File: config.mk
export PLATFORM = sky130hd
export DESIGN_NAME = cmr_ctrl_regs
export DESIGN_NICKNAME = d
export VERILOG_FILES = /design/src/rtl/cmr_pkg.sv /design/src/rtl/cmr_keyed_osc.sv /design/src/rtl/cmr_setclr_reg.sv /design/src/rtl/cmr_soft_int.sv /design/src/rtl/cmr_ctrl_regs.sv
export SDC_FILE = /design/constraint.sdc
export NUM_CORES = 1
export LEC_CHECK = 0
export ABC_AREA = 1
export BUFFER_PORTS_ARGS = -buffer_cell sky130_fd_sc_hd__buf_2
export CORE_MARGIN = 10
export CORE_UTILIZATION = 45
export CTS_CLUSTER_DIAMETER = 120
export DETAILED_ROUTE_END_ITERATION = 10
export HOLD_SLACK_MARGIN = 0.05
export PLACE_DENSITY_LB_ADDON = 0.15
export SETUP_SLACK_MARGIN = 0.02
export SLEW_MARGIN = 20
export SYNTH_ARGS = -nofsm -noshare
export SYNTH_HDL_FRONTEND = slang
export SYNTH_SLANG_ARGS = --single-unit
export TNS_END_PERCENT = 30
File: constraint.sdc
create_clock -name clk -period 4.38 [get_ports clk]
set_input_delay 0 -clock clk [delete_from_list [all_inputs] [get_ports clk]]
set_output_delay 0 -clock clk [all_outputs]
set_load 0.03 [all_outputs]
File: src/rtl/cmr_pkg.sv
package cmr_pkg;

    localparam int CMR_DW     = 32;
    localparam int CMR_KEY_W  = 16;
    localparam int CMR_CTRL_W = 3;
    localparam int CMR_IX_W   = 6;

    localparam logic [CMR_DW-1:0]    CMR_ID_WORD     = 32'h411A_3001;
    localparam logic [CMR_DW-1:0]    CMR_STATUS_WORD = 32'h0010_0000;
    localparam logic [CMR_KEY_W-1:0] CMR_UNLOCK_KEY  = 16'hA05F;
    localparam logic [CMR_DW-1:0]    CMR_OSC_RST     = 32'h0100_0048;
    localparam logic [CMR_DW-1:0]    CMR_AUX_RST     = 32'h0007_FEFF;
    localparam logic [CMR_DW-1:0]    CMR_INIT_RST    = 32'h0000_0112;
    localparam logic [CMR_DW-1:0]    CMR_SDRAM_BASE  = 32'h0001_1122;

    // Word indices; the layout is what software decodes.
    localparam logic [CMR_IX_W-1:0] IX_ID       = 6'd0;
    localparam logic [CMR_IX_W-1:0] IX_PROC     = 6'd1;
    localparam logic [CMR_IX_W-1:0] IX_OSC      = 6'd2;
    localparam logic [CMR_IX_W-1:0] IX_CTRL     = 6'd3;
    localparam logic [CMR_IX_W-1:0] IX_STAT     = 6'd4;
    localparam logic [CMR_IX_W-1:0] IX_LOCK     = 6'd5;
    localparam logic [CMR_IX_W-1:0] IX_AUX      = 6'd7;
    localparam logic [CMR_IX_W-1:0] IX_SDRAM    = 6'd8;
    localparam logic [CMR_IX_W-1:0] IX_INIT     = 6'd9;
    localparam logic [CMR_IX_W-1:0] IX_FLG_SET  = 6'd12;
    localparam logic [CMR_IX_W-1:0] IX_FLG_CLR  = 6'd13;
    localparam logic [CMR_IX_W-1:0] IX_NVF_SET  = 6'd14;
    localparam logic [CMR_IX_W-1:0] IX_NVF_CLR  = 6'd15;
    localparam logic [CMR_IX_W-1:0] IX_IRQ_STAT = 6'd16;
    localparam logic [CMR_IX_W-1:0] IX_IRQ_RAW  = 6'd17;
    localparam logic [CMR_IX_W-1:0] IX_IRQ_ENS  = 6'd18;
    localparam logic [CMR_IX_W-1:0] IX_IRQ_ENC  = 6'd19;
    localparam logic [CMR_IX_W-1:0] IX_SWI_SET  = 6'd20;
    localparam logic [CMR_IX_W-1:0] IX_SWI_CLR  = 6'd21;
    localparam logic [CMR_IX_W-1:0] IX_FIQ_STAT = 6'd24;
    localparam logic [CMR_IX_W-1:0] IX_FIQ_RAW  = 6'd25;
    localparam logic [CMR_IX_W-1:0] IX_FIQ_ENS  = 6'd26;
    localparam logic [CMR_IX_W-1:0] IX_FIQ_ENC  = 6'd27;
    localparam logic [CMR_IX_W-1:0] IX_VOLT_LO  = 6'd32;
    localparam logic [CMR_IX_W-1:0] IX_VOLT_HI  = 6'd35;

    // Presence-detect text and where it starts in the byte table.
    localparam int               CMR_PD_TXT_LEN = 11;
    localparam int               CMR_PD_TXT_AT  = 73;
    localparam logic [8*CMR_PD_TXT_LEN-1:0] CMR_PD_TXT = "CORE-MODULE";

    typedef struct packed {
        logic [CMR_KEY_W-1:0] key;
        logic [CMR_DW-1:0]    osc;
        logic [CMR_DW-1:0]    aux;
    } osc_state_t;

    typedef struct packed {
        logic              lvl;
        logic [CMR_DW-1:0] irq_en;
        logic [CMR_DW-1:0] fiq_en;
    } int_state_t;

    typedef struct packed {
        logic [CMR_DW-1:0]     sdram;
        logic [CMR_DW-1:0]     init;
        logic [CMR_CTRL_W-1:0] ctrl;
        logic                  rst_pulse;
    } top_state_t;

    function automatic logic [CMR_DW-1:0] cmr_sdram_rst(input int mem_mb);
        logic [CMR_DW-1:0] code;
        if (mem_mb >= 256)      code = 32'h10;
        else if (mem_mb >= 128) code = 32'h0C;
        else if (mem_mb >= 64)  code = 32'h08;
        else if (mem_mb >= 32)  code = 32'h04;
        else                    code = 32'h00;
        return CMR_SDRAM_BASE | code;
    endfunction

    function automatic logic [7:0] cmr_pd_byte(input logic [6:0] idx);
        int k;
        logic [7:0] b;
        b = 8'h00;
        k = int'(idx) - CMR_PD_TXT_AT;
        if (k >= 0 && k < CMR_PD_TXT_LEN)
            b = CMR_PD_TXT[8*(CMR_PD_TXT_LEN-1-k) +: 8];
        return b;
    endfunction

endpackage

File: src/rtl/cmr_keyed_osc.sv
module cmr_keyed_osc
    import cmr_pkg::*;
(
    input  logic                 clk,
    input  logic                 rst_n,
    input  logic                 key_we,
    input  logic                 osc_we,
    input  logic                 aux_we,
    input  logic [CMR_DW-1:0]    wdata,
    output logic [CMR_KEY_W-1:0] key_val,
    output logic                 key_ok,
    output logic [CMR_DW-1:0]    osc_val,
    output logic [CMR_DW-1:0]    aux_val
);

    localparam osc_state_t OSC_RST = '{key: '0, osc: CMR_OSC_RST, aux: CMR_AUX_RST};

    osc_state_t st_d, st_q;

    assign key_ok  = (st_q.key == CMR_UNLOCK_KEY);
    assign key_val = st_q.key;
    assign osc_val = st_q.osc;
    assign aux_val = st_q.aux;

    always_comb begin
        st_d = st_q;
        if (key_we)
            st_d.key = wdata[CMR_KEY_W-1:0];
        if (osc_we && key_ok)
            st_d.osc = wdata;
        if (aux_we && key_ok)
            st_d.aux = wdata;
    end

    always_ff @(posedge clk or negedge rst_n) begin
        if (!rst_n) st_q <= OSC_RST;
        else        st_q <= st_d;
    end

endmodule

File: src/rtl/cmr_setclr_reg.sv
module cmr_setclr_reg #(
    parameter int W = 32
) (
    input  logic         clk,
    input  logic         rst_n,
    input  logic         set_we,
    input  logic         clr_we,
    input  logic [W-1:0] wdata,
    output logic [W-1:0] value
);

    logic [W-1:0] val_d, val_q;

    assign value = val_q;

    always_comb begin
        val_d = val_q;
        if (set_we) val_d = val_q | wdata;
        if (clr_we) val_d = val_q & ~wdata;
    end

    always_ff @(posedge clk or negedge rst_n) begin
        if (!rst_n) val_q <= '0;
        else        val_q <= val_d;
    end

endmodule

File: src/rtl/cmr_soft_int.sv
module cmr_soft_int
    import cmr_pkg::*;
(
    input  logic              clk,
    input  logic              rst_n,
    input  logic              swi_set,
    input  logic              swi_clr,
    input  logic              irq_en_set,
    input  logic              irq_en_clr,
    input  logic              fiq_en_set,
    input  logic              fiq_en_clr,
    input  logic [CMR_DW-1:0] wdata,
    output logic              lvl,
    output logic [CMR_DW-1:0] irq_en,
    output logic [CMR_DW-1:0] fiq_en,
    output logic              int_req
);

    int_state_t st_d, st_q;

    assign lvl    = st_q.lvl;
    assign irq_en = st_q.irq_en;
    assign fiq_en = st_q.fiq_en;
    // Only source 0 exists, so only mask bit 0 can route it.
    assign int_req = st_q.lvl & (st_q.irq_en[0] | st_q.fiq_en[0]);

    always_comb begin
        st_d = st_q;
        if (swi_set && wdata[0]) st_d.lvl = 1'b1;
        if (swi_clr && wdata[0]) st_d.lvl = 1'b0;
        if (irq_en_set) st_d.irq_en = st_q.irq_en | wdata;
        if (irq_en_clr) st_d.irq_en = st_q.irq_en & ~wdata;
        if (fiq_en_set) st_d.fiq_en = st_q.fiq_en | wdata;
        if (fiq_en_clr) st_d.fiq_en = st_q.fiq_en & ~wdata;
    end

    always_ff @(posedge clk or negedge rst_n) begin
        if (!rst_n) st_q <= '0;
        else        st_q <= st_d;
    end

endmodule

File: src/rtl/cmr_ctrl_regs.sv
module cmr_ctrl_regs
    import cmr_pkg::*;
#(
    parameter int WADDR_W = 10,
    parameter int MEM_MB  = 64
) (
    input  logic               clk,
    input  logic               rst_n,
    input  logic               bus_en,
    input  logic               bus_we,
    input  logic [WADDR_W-1:0] bus_word_addr,
    input  logic [CMR_DW-1:0]  bus_wdata,
    output logic [CMR_DW-1:0]  bus_rdata,
    output logic               bus_err,
    output logic               low_mem_ram,
    output logic               led_on,
    output logic               board_rst,
    output logic               int_req
);

    localparam int SEG_W          = WADDR_W - CMR_IX_W;
    localparam int N_FLAG         = 2;
    localparam int CTRL_LED_BIT   = 0;
    localparam int CTRL_REMAP_BIT = 2;
    localparam int CTRL_RST_BIT   = 3;

    localparam top_state_t TOP_RST = '{
        sdram:     cmr_sdram_rst(MEM_MB),
        init:      CMR_INIT_RST,
        ctrl:      '0,
        rst_pulse: 1'b0
    };

    // ---------------- address decode ----------------
    logic [CMR_IX_W-1:0] ix;
    logic [SEG_W-1:0]    seg;
    logic                in_regs, in_win;
    logic                wr_ok, rd_ok, wr_go;

    assign ix      = bus_word_addr[CMR_IX_W-1:0];
    assign seg     = bus_word_addr[WADDR_W-1:CMR_IX_W];
    assign in_regs = (seg == '0);
    assign in_win  = (seg == SEG_W'(1));

    always_comb begin
        wr_ok = 1'b0;
        if (in_regs) begin
            wr_ok = ix inside {IX_OSC, IX_CTRL, IX_LOCK, IX_AUX, IX_SDRAM, IX_INIT,
                               [IX_FLG_SET:IX_NVF_CLR], [IX_IRQ_ENS:IX_SWI_CLR],
                               IX_FIQ_ENS, IX_FIQ_ENC, [IX_VOLT_LO:IX_VOLT_HI]};
        end
    end

    assign wr_go = bus_en & bus_we & wr_ok;

    logic we_osc, we_ctrl, we_key, we_aux, we_sdram, we_init;
    logic we_swi_s, we_swi_c, we_irq_s, we_irq_c, we_fiq_s, we_fiq_c;

    assign we_osc   = wr_go && (ix == IX_OSC);
    assign we_ctrl  = wr_go && (ix == IX_CTRL);
    assign we_key   = wr_go && (ix == IX_LOCK);
    assign we_aux   = wr_go && (ix == IX_AUX);
    assign we_sdram = wr_go && (ix == IX_SDRAM);
    assign we_init  = wr_go && (ix == IX_INIT);
    assign we_irq_s = wr_go && (ix == IX_IRQ_ENS);
    assign we_irq_c = wr_go && (ix == IX_IRQ_ENC);
    assign we_swi_s = wr_go && (ix == IX_SWI_SET);
    assign we_swi_c = wr_go && (ix == IX_SWI_CLR);
    assign we_fiq_s = wr_go && (ix == IX_FIQ_ENS);
    assign we_fiq_c = wr_go && (ix == IX_FIQ_ENC);

    // ---------------- keyed synthesizer settings ----------------
    logic [CMR_KEY_W-1:0] key_val;
    logic                 key_ok;
    logic [CMR_DW-1:0]    osc_val, aux_val;

    cmr_keyed_osc u_osc (
        .clk     (clk),
        .rst_n   (rst_n),
        .key_we  (we_key),
        .osc_we  (we_osc),
        .aux_we  (we_aux),
        .wdata   (bus_wdata),
        .key_val (key_val),
        .key_ok  (key_ok),
        .osc_val (osc_val),
        .aux_val (aux_val)
    );

    // ---------------- flag words, set/clear pairs ----------------
    logic [N_FLAG-1:0][CMR_DW-1:0] flag_val;

    for (genvar g = 0; g < N_FLAG; g++) begin : g_flag
        localparam logic [CMR_IX_W-1:0] SET_IX = IX_FLG_SET + CMR_IX_W'(2 * g);
        localparam logic [CMR_IX_W-1:0] CLR_IX = SET_IX + CMR_IX_W'(1);
        cmr_setclr_reg #(.W(CMR_DW)) u_flag (
            .clk    (clk),
            .rst_n  (rst_n),
            .set_we (wr_go && (ix == SET_IX)),
            .clr_we (wr_go && (ix == CLR_IX)),
            .wdata  (bus_wdata),
            .value  (flag_val[g])
        );
    end

    // ---------------- software interrupt ----------------
    logic              int_lvl;
    logic [CMR_DW-1:0] irq_en, fiq_en;

    cmr_soft_int u_int (
        .clk        (clk),
        .rst_n      (rst_n),
        .swi_set    (we_swi_s),
        .swi_clr    (we_swi_c),
        .irq_en_set (we_irq_s),
        .irq_en_clr (we_irq_c),
        .fiq_en_set (we_fiq_s),
        .fiq_en_clr (we_fiq_c),
        .wdata      (bus_wdata),
        .lvl        (int_lvl),
        .irq_en     (irq_en),
        .fiq_en     (fiq_en),
        .int_req    (int_req)
    );

    // ---------------- local words and control ----------------
    top_state_t st_d, st_q;

    always_comb begin
        st_d           = st_q;
        st_d.rst_pulse = 1'b0;
        if (we_sdram) st_d.sdram = bus_wdata;
        if (we_init)  st_d.init  = bus_wdata;
        if (we_ctrl) begin
            st_d.ctrl      = bus_wdata[CMR_CTRL_W-1:0];
            st_d.rst_pulse = bus_wdata[CTRL_RST_BIT];
        end
    end

    always_ff @(posedge clk or negedge rst_n) begin
        if (!rst_n) st_q <= TOP_RST;
        else        st_q <= st_d;
    end

    assign led_on      = st_q.ctrl[CTRL_LED_BIT];
    assign low_mem_ram = st_q.ctrl[CTRL_REMAP_BIT];
    assign board_rst   = st_q.rst_pulse;

    // ---------------- read mux ----------------
    logic [CMR_DW-1:0] rdat;

    always_comb begin
        rd_ok = 1'b1;
        rdat  = '0;
        if (in_win) begin
            rdat = {24'h0, cmr_pd_byte({1'b1, ix})};
        end else if (!in_regs) begin
            rd_ok = 1'b0;
        end else begin
            case (ix)
                IX_ID:       rdat = CMR_ID_WORD;
                IX_PROC:     rdat = '0;
                IX_OSC:      rdat = osc_val;
                IX_CTRL:     rdat = {{(CMR_DW-CMR_CTRL_W){1'b0}}, st_q.ctrl};
                IX_STAT:     rdat = CMR_STATUS_WORD;
                IX_LOCK:     rdat = key_ok ? {15'h0, 1'b1, key_val}
                                           : {{(CMR_DW-CMR_KEY_W){1'b0}}, key_val};
                IX_AUX:      rdat = aux_val;
                IX_SDRAM:    rdat = st_q.sdram;
                IX_INIT:     rdat = st_q.init;
                IX_FLG_SET:  rdat = flag_val[0];
                IX_NVF_SET:  rdat = flag_val[1];
                IX_IRQ_STAT: rdat = {31'h0, int_lvl & irq_en[0]};
                IX_IRQ_RAW:  rdat = {31'h0, int_lvl};
                IX_IRQ_ENS:  rdat = irq_en;
                IX_SWI_SET:  rdat = {31'h0, int_lvl};
                IX_FIQ_STAT: rdat = {31'h0, int_lvl & fiq_en[0]};
                IX_FIQ_RAW:  rdat = {31'h0, int_lvl};
                IX_FIQ_ENS:  rdat = fiq_en;
                6'd32, 6'd33, 6'd34, 6'd35: rdat = '0;
                default:     rd_ok = 1'b0;
            endcase
        end
    end

    assign bus_rdata = (bus_en && !bus_we) ? rdat : '0;
    assign bus_err   = bus_en && (bus_we ? !wr_ok : !rd_ok);

endmodule

* Word level (Yosys, flattened, before mapping)
Index checks and enable logic that the tools add are counted.
** Storage, ports and cells
- Bits in registers :: 277
- Bits of input ports :: 46
- Logic and storage cells :: 127
** Operators by class
- $add $sub $neg :: 2
- Magnitude comparators :: 8
- Equality and inequality tests :: 28
- Shift operators :: 1
- Multiplexer cells :: 22
- Bitwise gates (word level) :: 15
- Reductions and logical operators :: 39
** Operator list (count)
- one-hot mux 32 bit (15 select lines) :: 1
- 2-to-1 mux 32 bit :: 11
- bitwise AND 32 bit :: 4
- OR 32 bit :: 4
- indexed part select 88 x 12 -> 8 bit (first input constant) :: 1
- equality test 6 x 5 -> 1 bit (second input constant) :: 10
- equality test 6 x 4 -> 1 bit (second input constant) :: 6
- inverter 32 bit :: 1
- logical AND 1 bit :: 26
- equality test 6 bit (second input constant) :: 4
- OR reduction 22 bit :: 1
- equality test 6 x 3 -> 1 bit (second input constant) :: 3
- 2-to-1 mux 17 bit :: 1
- equality test 16 bit (second input constant) :: 1
- equality test 6 x 2 -> 1 bit (second input constant) :: 2
- nonzero test 11 bit :: 1
- nonzero test 2 bit :: 5
- subtractor 5 x 8 -> 9 bit (first input constant) :: 1
- >= comparator 8 x 1 -> 1 bit (second input constant) :: 1
- less-than comparator 8 x 5 -> 1 bit (second input constant) :: 1
- 2-to-1 mux 1 bit :: 8
- 2-to-1 mux 8 bit :: 1
- subtractor 7 x 7 -> 8 bit (second input constant) :: 1
- equality test 6 x 1 -> 1 bit (second input constant) :: 1
- 13 further kinds :: 19

* Depth between registers and ports, before layout
Gate-level depths: netlist of the first run.
- Depth after elaboration :: 9
- Depth in mapped cells :: 17
- Gate-level depth less buffers :: 14

* Cells and area by module
From an unflattened synthesis of the first run, not the netlist that was laid out.
** Unflattened totals
- Cell total of the unflattened synthesis :: 2077
- Area, all modules :: 15692.6 um^2
** By module, submodules not included
- cmr_ctrl_regs :: times used 1, cells each 803, area each 5880.6 um^2
- cmr_keyed_osc :: times used 1, cells each 346, area each 3478.3 um^2
- cmr_soft_int :: times used 1, cells each 468, area each 3193.1 um^2
- cmr_setclr_reg :: times used 2, cells each 230, area each 1570.3 um^2

* Least setup slack after synthesis of the first run
OpenSTA, ideal clock, no wires.
- Path type :: input to output
- From :: in bus_word_addr[0]
- To :: out bus_rdata[1]
- Data arrival time :: 2.360 ns
- Data required time :: 4.380 ns
- Slack :: 2.020 ns
- Cell stages on the path :: 13
- Buffers on the path :: 2
- Cell sequence :: clkbuf_1 inv_1 ha_1 clkbuf_1 nand4_1 nand3_1 nor2_1 nand2_1 nand2_1 inv_1 nand2_1 nand2_1 a21boi_0
** On the way
- Longest elaborated chain between the ends :: 6
- Elaborated cells between the ends (all ways) :: 29
- Those cells by class :: 2 x add/sub; 2 x order compare; 16 x eq/ne; 1 x shift; 5 x mux; 3 x reduce/logical
** Ends and longest elaborated chain
- from (decl) :: RTL line cmr_ctrl_regs.sv:11 : input logic [WADDR_W-1:0] bus_word_addr,
- subtractor 7 x 7 -> 8 bit or equality test 6 x 5 -> 1 bit (tied branches) :: RTL line cmr_pkg.sv:81, cmr_ctrl_regs.sv:160
- subtractor 5 x 8 -> 9 bit, or another cell as far along :: RTL line cmr_pkg.sv:83 : b = CMR_PD_TXT[8*(CMR_PD_TXT_LEN-1-k) +: 8];
- indexed part select 88 x 12 -> 8 bit, or another cell as far along :: RTL line cmr_pkg.sv:83
- 2-to-1 mux 8 bit or 2-to-1 mux 32 bit (tied branches) :: RTL line cmr_pkg.sv:82, cmr_ctrl_regs.sv:157
- 2-to-1 mux 32 bit * :: RTL line cmr_ctrl_regs.sv:155 : if (in_win) begin
- 2-to-1 mux 32 bit * :: RTL line cmr_ctrl_regs.sv:186 : assign bus_rdata = (bus_en && !bus_we) ? rdat : '0;
- to (decl) :: RTL line cmr_ctrl_regs.sv:13 : output logic [CMR_DW-1:0] bus_rdata,
Mark *: on every way between the ends. The rest lies on a longest branch, timed or not.

* Final worst setup path of the first run
- From :: in bus_word_addr[5]
- To :: out bus_rdata[12]
** On the way
- Longest elaborated chain between the ends :: 6
- Elaborated cells between the ends (all ways) :: 22
- Those cells by class :: 16 x eq/ne; 4 x mux; 2 x reduce/logical
** Ends and longest elaborated chain
- equality test 6 x 5 -> 1 bit :: RTL line cmr_ctrl_regs.sv:160 : case (ix)
- OR reduction 3 bit (no source line)
- one-hot mux 32 bit (15 select lines) * :: RTL line cmr_ctrl_regs.sv:160
- 2-to-1 mux 32 bit * :: RTL line cmr_ctrl_regs.sv:157 : end else if (!in_regs) begin
- 2-to-1 mux 32 bit * :: RTL line cmr_ctrl_regs.sv:155
- 2-to-1 mux 32 bit * :: RTL line cmr_ctrl_regs.sv:186
Marks and branches as above.

==> results of run 1 <==
-- per-layer routing --
layer	global-route usage, %	share of wire (%)	up-vias	routed length (um)
li1	-	-	5999	-
met1	31.5	45	6105	19700
met2	36.1	46	463	20300
met3	3.55	7.1	75	3130
met4	5.77	2.5	0	1090
met5	0	0	-	0
-- timing repair --
action	in CTS	in global routing
hold buffers	35	0
resized for setup	0	0
hold endpoints to repair	373	0
-- cells in the mapped netlist, types with 3 or more instances --
| library cell | n |
|---|---|
| dfstp_2 | 30 |
| clkbuf_1 | 50 |
| o21ai_1 | 30 |
| nand3_1 | 78 |
| buf_2 | 46 |
| nand4_1 | 42 |
| nor2_4 | 3 |
| inv_2 | 4 |
| nor3_1 | 8 |
| a31oi_1 | 17 |
| nor2_2 | 7 |
| inv_1 | 271 |
| clkbuf_2 | 4 |
| a22oi_1 | 18 |
| a221oi_1 | 33 |
| nor2_1 | 151 |
| nand2_1 | 410 |
| o21a_1 | 37 |
| nor4_1 | 4 |
| o21ai_0 | 105 |
| o22ai_1 | 46 |
| buf_1 | 6 |
| a21oi_1 | 128 |
| ha_1 | 6 |
| dfrtp_1 | 247 |
-- cell usage in the layout (no fill, tap or decap), drive strengths merged, types with 42 or more instances in the layout --
master,instances
o22ai,46
o21ai,135
nand2,410
nor2,161
buf,118
clkbuf,46
nand4,42
nand3,82
inv,276
dfrtp,247
a21oi,128
-- kinds of logic (layout without fill, tap and decap cells) --
kind of cell | count (synthesis) | after routing | synth area share (%)
and+or+nand+nor | 710 | 710 | 21.3
AOI/OAI and AO/OA | 422 | 422 | 17.7
buffers and inverters | 382 | 486 | 10.7
DFF | 277 | 277 | 49.8
adders and majority gates | 6 | 6 | 0.536
-- power breakdown --
part / switching [uW] / internal, uW
sequential: 3.25 / 2570
clock: 1080 / 1630
combinational: 232 / 83.0
-- stage by stage --
stage	power (uW)	instance area, sq um	std cells
floorplan	2760	14000	1797
global placement	2910	14800	2204
detailed placement	2910	14800	2204
CTS	5620	16200	2297
global route	5770	16200	2297
finish	5600	16200	2297
-- cell type report --
| type | instances | area, sq um | share of cell area [%] |
|---|---|---|---|
| multi-input combinational | 1138 | 5580 | 34.4 |
| timing repair buffer | 153 | 1050 | 6.51 |
| clock inverter | 12 | 178 | 1.10 |
| clock buffer | 46 | 882 | 5.45 |
| tap | 396 | 495 | 3.06 |
| inverter | 275 | 1030 | 6.38 |
| sequential | 277 | 6970 | 43.1 |
-- worst paths after layout --
path	startpoint	end	slack, ps	cells past startpoint
setup / recovery	bus_word_addr[5]	bus_rdata[12]	690	11
hold reg to reg	u_osc.aux_val[5]$_DFFE_PN1P_	u_osc.aux_val[5]$_DFFE_PN1P_	470	2
setup reg to reg	u_osc.key_val[12]$_DFFE_PN0P_	u_osc.aux_val[9]$_DFFE_PN1P_	1850	5
hold / removal	rst_n	st_q[43]$_DFFE_PN0P_	90	2
min in group clk	bus_word_addr[2]	register	140	5
max in group asynchronous	rst_n	u_osc.aux_val[22]$_DFFE_PN0P_	3150	3
-- critical path, cell delays in order --
cell	delay, ps
dlygate4sd3_1	540
buf_2	160
nor2_1	580
nand2_1	190
nor2_1	530
nor3_1	140
nand2_1	110
nand2_1	460
buf_4	400
a31oi_1	290
buf_2	270
==> results_dict.tcl, run 1 <==
set metrics [dict create \
    status "finished clean" \
    final_util_pct 52.8 \
    crit_required_ps 4380 \
    drc_errors 0 \
    synth_ff_type "dfrtp_1" \
    root_buffer "clkbuf_16" \
    grt_max_degree 100 \
    grt_usage_pct 22.6 \
    start_util_pct 45.7 \
    tns_ps 0 \
    rows 64 \
    leakagePower_uw 0.00790 \
    synth_edf_count 0 \
    post-cts-setup-buffers 0 \
    critPathArrivalTime_ps 3690 \
    clk_latency_ps 580 \
    clk_pin_slew_worst_paths_ps 60 \
    syn-cell-area_sq_mm 0.0140 \
    insertedDiodeCount 0 \
    tightest_slew_ps 1110 \
    place_ws_ps 882 \
    fin_ws_ps 688 \
    cts-htree-levels 1 \
    min_period_over_period_pct 84.3 \
    core_sq_mm 0.0307 \
    drive_gt1_share_pct 11.7 \
    numCtsBuffers 31 \
    min_period_ps 3690 \
    synthTopCellsByArea "dfrtp_1, nand2_1, inv_1" \
    detail-route-antenna-nets 0 \
    grt_overflow_total 0 \
    cts_buffer_depth 3 \
    crit_type "in2out" \
    die_y_um 196 \
    dieWidth_um 196 \
    ys_warn_count 0 \
    vias_per_cell 5.50 \
    p_per_area_mw_per_mm2 346 \
    syn_nets 1849 \
    area_growth_pct 15.6 \
    dr.pass1.iters 6 \
    antenna_found_initial 0 \
    slew_headroom_pct 25.9 \
    synth_area_leader_cell "dfrtp_1" \
    async_flop_share_pct 100 \
    drv_slew 0 \
    fmax_ghz 0.271 \
    wl_per_cell_um 19.3 \
    hold_viol 0 \
    ys_ff_latch 277 \
    cts.sinks 277 \
    hpwl_mm 27.8 \
    gp_congestion 0.865 \
    io_pins 83 \
    vias 12600 \
    fin_skew_ps 15.7 \
    cp-start-kind "input port" \
    yosys.cell_types.count 35 \
    port-buffer-count 82 \
    critPathMaxFanout 13 \
    avgSynthCellArea_sq_um 7.79 \
    die-area_sq_mm 0.0386 \
    grt_pass1_vias 12400 \
    wl_mm 44.3 \
    fillers 2976 \
    setup_viol 0 \
    maxCapViolCount 0 \
    ir_drop_uv 315 \
    seq_area_frac_synth_pct 49.8 \
    syn_inst 1797 \
    min_path_type "in2async" \
    endpoint_kind "primary output" \
    synth_top_area_share_pct 44.1 \
    final_nets 1928 \
    drt_iter0_drc 1133 \
    cts_tree "yes" \
    hold_ws_ps 86.0 \
    grt_pass1_wl_mm 70.4 \
    rsz0062_at_grt "false" \
]
(Power assumes the default switching activity.)
==> run 2, diff against run 1 <==
Clock period 4.38 ns to 3.8 ns, I/O delays scaled along.
==> results_dict.tcl, run 2 (synthesis gave the netlist of run 1 again) <==
set metrics [dict create \
    setup_viol 0 \
    detail-route-antenna-nets 0 \
    crit_type "in2out" \
    fin_skew_ps 23.6 \
    leakagePower_uw 0.00797 \
    vias_per_cell 5.55 \
    cts_tree "yes" \
    root_buffer "clkbuf_16" \
    fillers 2938 \
    drive_gt1_share_pct 12.4 \
    wl_per_cell_um 20.4 \
    grt_max_degree 112 \
    min_path_type "in2async" \
    cts.sinks 277 \
    drt_iter0_drc 1335 \
    cts-htree-levels 1 \
    slew_headroom_pct 36.5 \
    hold_viol 0 \
    die_y_um 196 \
    place_area_sq_mm 0.0149 \
    maxCapViolCount 0 \
    wl_met1_mm 20.5 \
    die-area_sq_mm 0.0386 \
    status "finished clean" \
    gp_congestion 0.870 \
    cp-start-kind "input port" \
    numCtsBuffers 30 \
    hpwl_mm 29.0 \
    drc_errors 0 \
    drv_slew 0 \
    tns_ps 0 \
    path_cells "dlygate4sd3_1 > buf_2 > nor2_1 > buf_4 > nand3_2 > inv_1 > buf_4 > nand2_1 > a31oi_1 > buf_2" \
    min_period_over_period_pct 79.8 \
    core_sq_mm 0.0307 \
    grt_pass1_wl_mm 73.4 \
    tightest_slew_ps 952 \
    clkPwrFrac_pct 49.5 \
    highest_layer "met4" \
    endpoint_kind "primary output" \
    cts_buffer_depth 3 \
    intPower_uw 5060 \
    swShare_pct 23.2 \
    final_cell_mix "nand2_1, inv_1, dfrtp_1, nor2_1, a21oi_1" \
    min_period_ps 3030 \
    final_common_cell "nand2_1" \
    cpPeakStageDelay_ps 770 \
    layoutNonFillerInstCount 2303 \
    p_per_area_mw_per_mm2 403 \
    dieWidth_um 196 \
    vias 12800 \
    rsz0062_at_grt "false" \
    area_growth_pct 16.8 \
    wl_met2_mm 21.2 \
    grt_overflow_total 0 \
    wl_mm 46.9 \
    path_buf_inv 6 \
    hold_ws_ps 66.8 \
    dp.cells 2211 \
    p_sw_uw 1530 \
    rows 64 \
    clk_latency_ps 580 \
    clk_pin_slew_worst_paths_ps 60 \
    antenna_found_initial 1 \
    crit_required_ps 3800 \
    critPathArrivalTime_ps 3030 \
    dr.pass1.iters 5 \
    fmax_ghz 0.330 \
    port-buffer-count 82 \
    crit_family "buffers and inverters" \
    critPathMaxFanout 20 \
    final_util_pct 53.3 \
    start_util_pct 45.7 \
    io_pins 83 \
    dr_wl_met3_mm 3.57 \
    grt_usage_pct 24.0 \
    finish.instance_area_sq_mm 0.0164 \
    grt_pass1_vias 12600 \
    slowest_stage "inv_1" \
    combPwrFrac_pct 5.6 \
    ir_drop_uv 306 \
    power_frac_seq_pct 44.9 \
    final_nets 1934 \
]
## run 2: cell types whose count changed in the layout (fill, tap and decap cells not counted), sizes merged
cell      change
inv           -2
bufinv        +2
clkinv        +4
clkbuf        -7
clkinvlp      +1
buf           +7
diode         +1
## run 2: through the flow
step / setup slack [ps] / power, uW
6_report: 767 / 6600
5_1_grt: 577 / 6790
4_1_cts: 772 / 6620
3_5_place_dp: 832 / 3360
3_3_place_gp: 923 / 3360
2_1_floorplan: 1440 / 3180
## run 2: area by class of cell
cell class	instances	area (sq um)	share of cell area (%)
clock inverters	17	240	1.47
well taps	396	495	3.03
diodes	1	2.50	0.0153
inverters	275	1030	6.31
multi-input cells	1138	5580	34.1
repair buffers	160	1180	7.22
flip-flops and latches	277	6970	42.6
clock buffers	39	866	5.29
## run 2: final timing paths
| path | startpoint | end | slack [ps] | cells after the start |
|---|---|---|---|---|
| max | bus_word_addr[5] | bus_rdata[22] | 770 | 10 |
| min reg2reg | u_osc.aux_val[1]$_DFFE_PN1P_ | u_osc.aux_val[1]$_DFFE_PN1P_ | 480 | 2 |
| min | rst_n | async pin | 70 | 2 |
| max in group asynchronous | rst_n | async pin | 2500 | 3 |
| max reg2reg | u_osc.key_val[12]$_DFFE_PN0P_ | u_osc.aux_val[7]$_DFFE_PN1P_ | 1230 | 6 |
| min in group clk | bus_word_addr[8] | u_int.lvl$_DFFE_PN0P_ | 90 | 6 |
## run 2: power groups by stage
| stage | Sequential [uW] | Combinational, uW | Clock, uW |
|---|---|---|---|
| CTS | 2960 | 370 | 3280 |
| finish | 2960 | 369 | 3260 |
| global route | 2960 | 411 | 3420 |
| global placement | 3020 | 339 | 0 |
| floorplan | 3020 | 161 | 0 |
| detailed placement | 3020 | 340 | 0 |
## run 2: repair_timing
item                                    in CTS  in global routing
hold buffers                                35                  0
endpoints found under the hold margin      385                  0
endpoints found under the setup margin       0                  0
buffers inserted                             0                  0
resized for setup                            0                  0
## run 2: metal layers
layer  up-vias  track usage, %
li1       6003               -
met1      6179            32.6
met2       498            37.5
met3       108            4.45
met4         0            8.77
met5         -               0
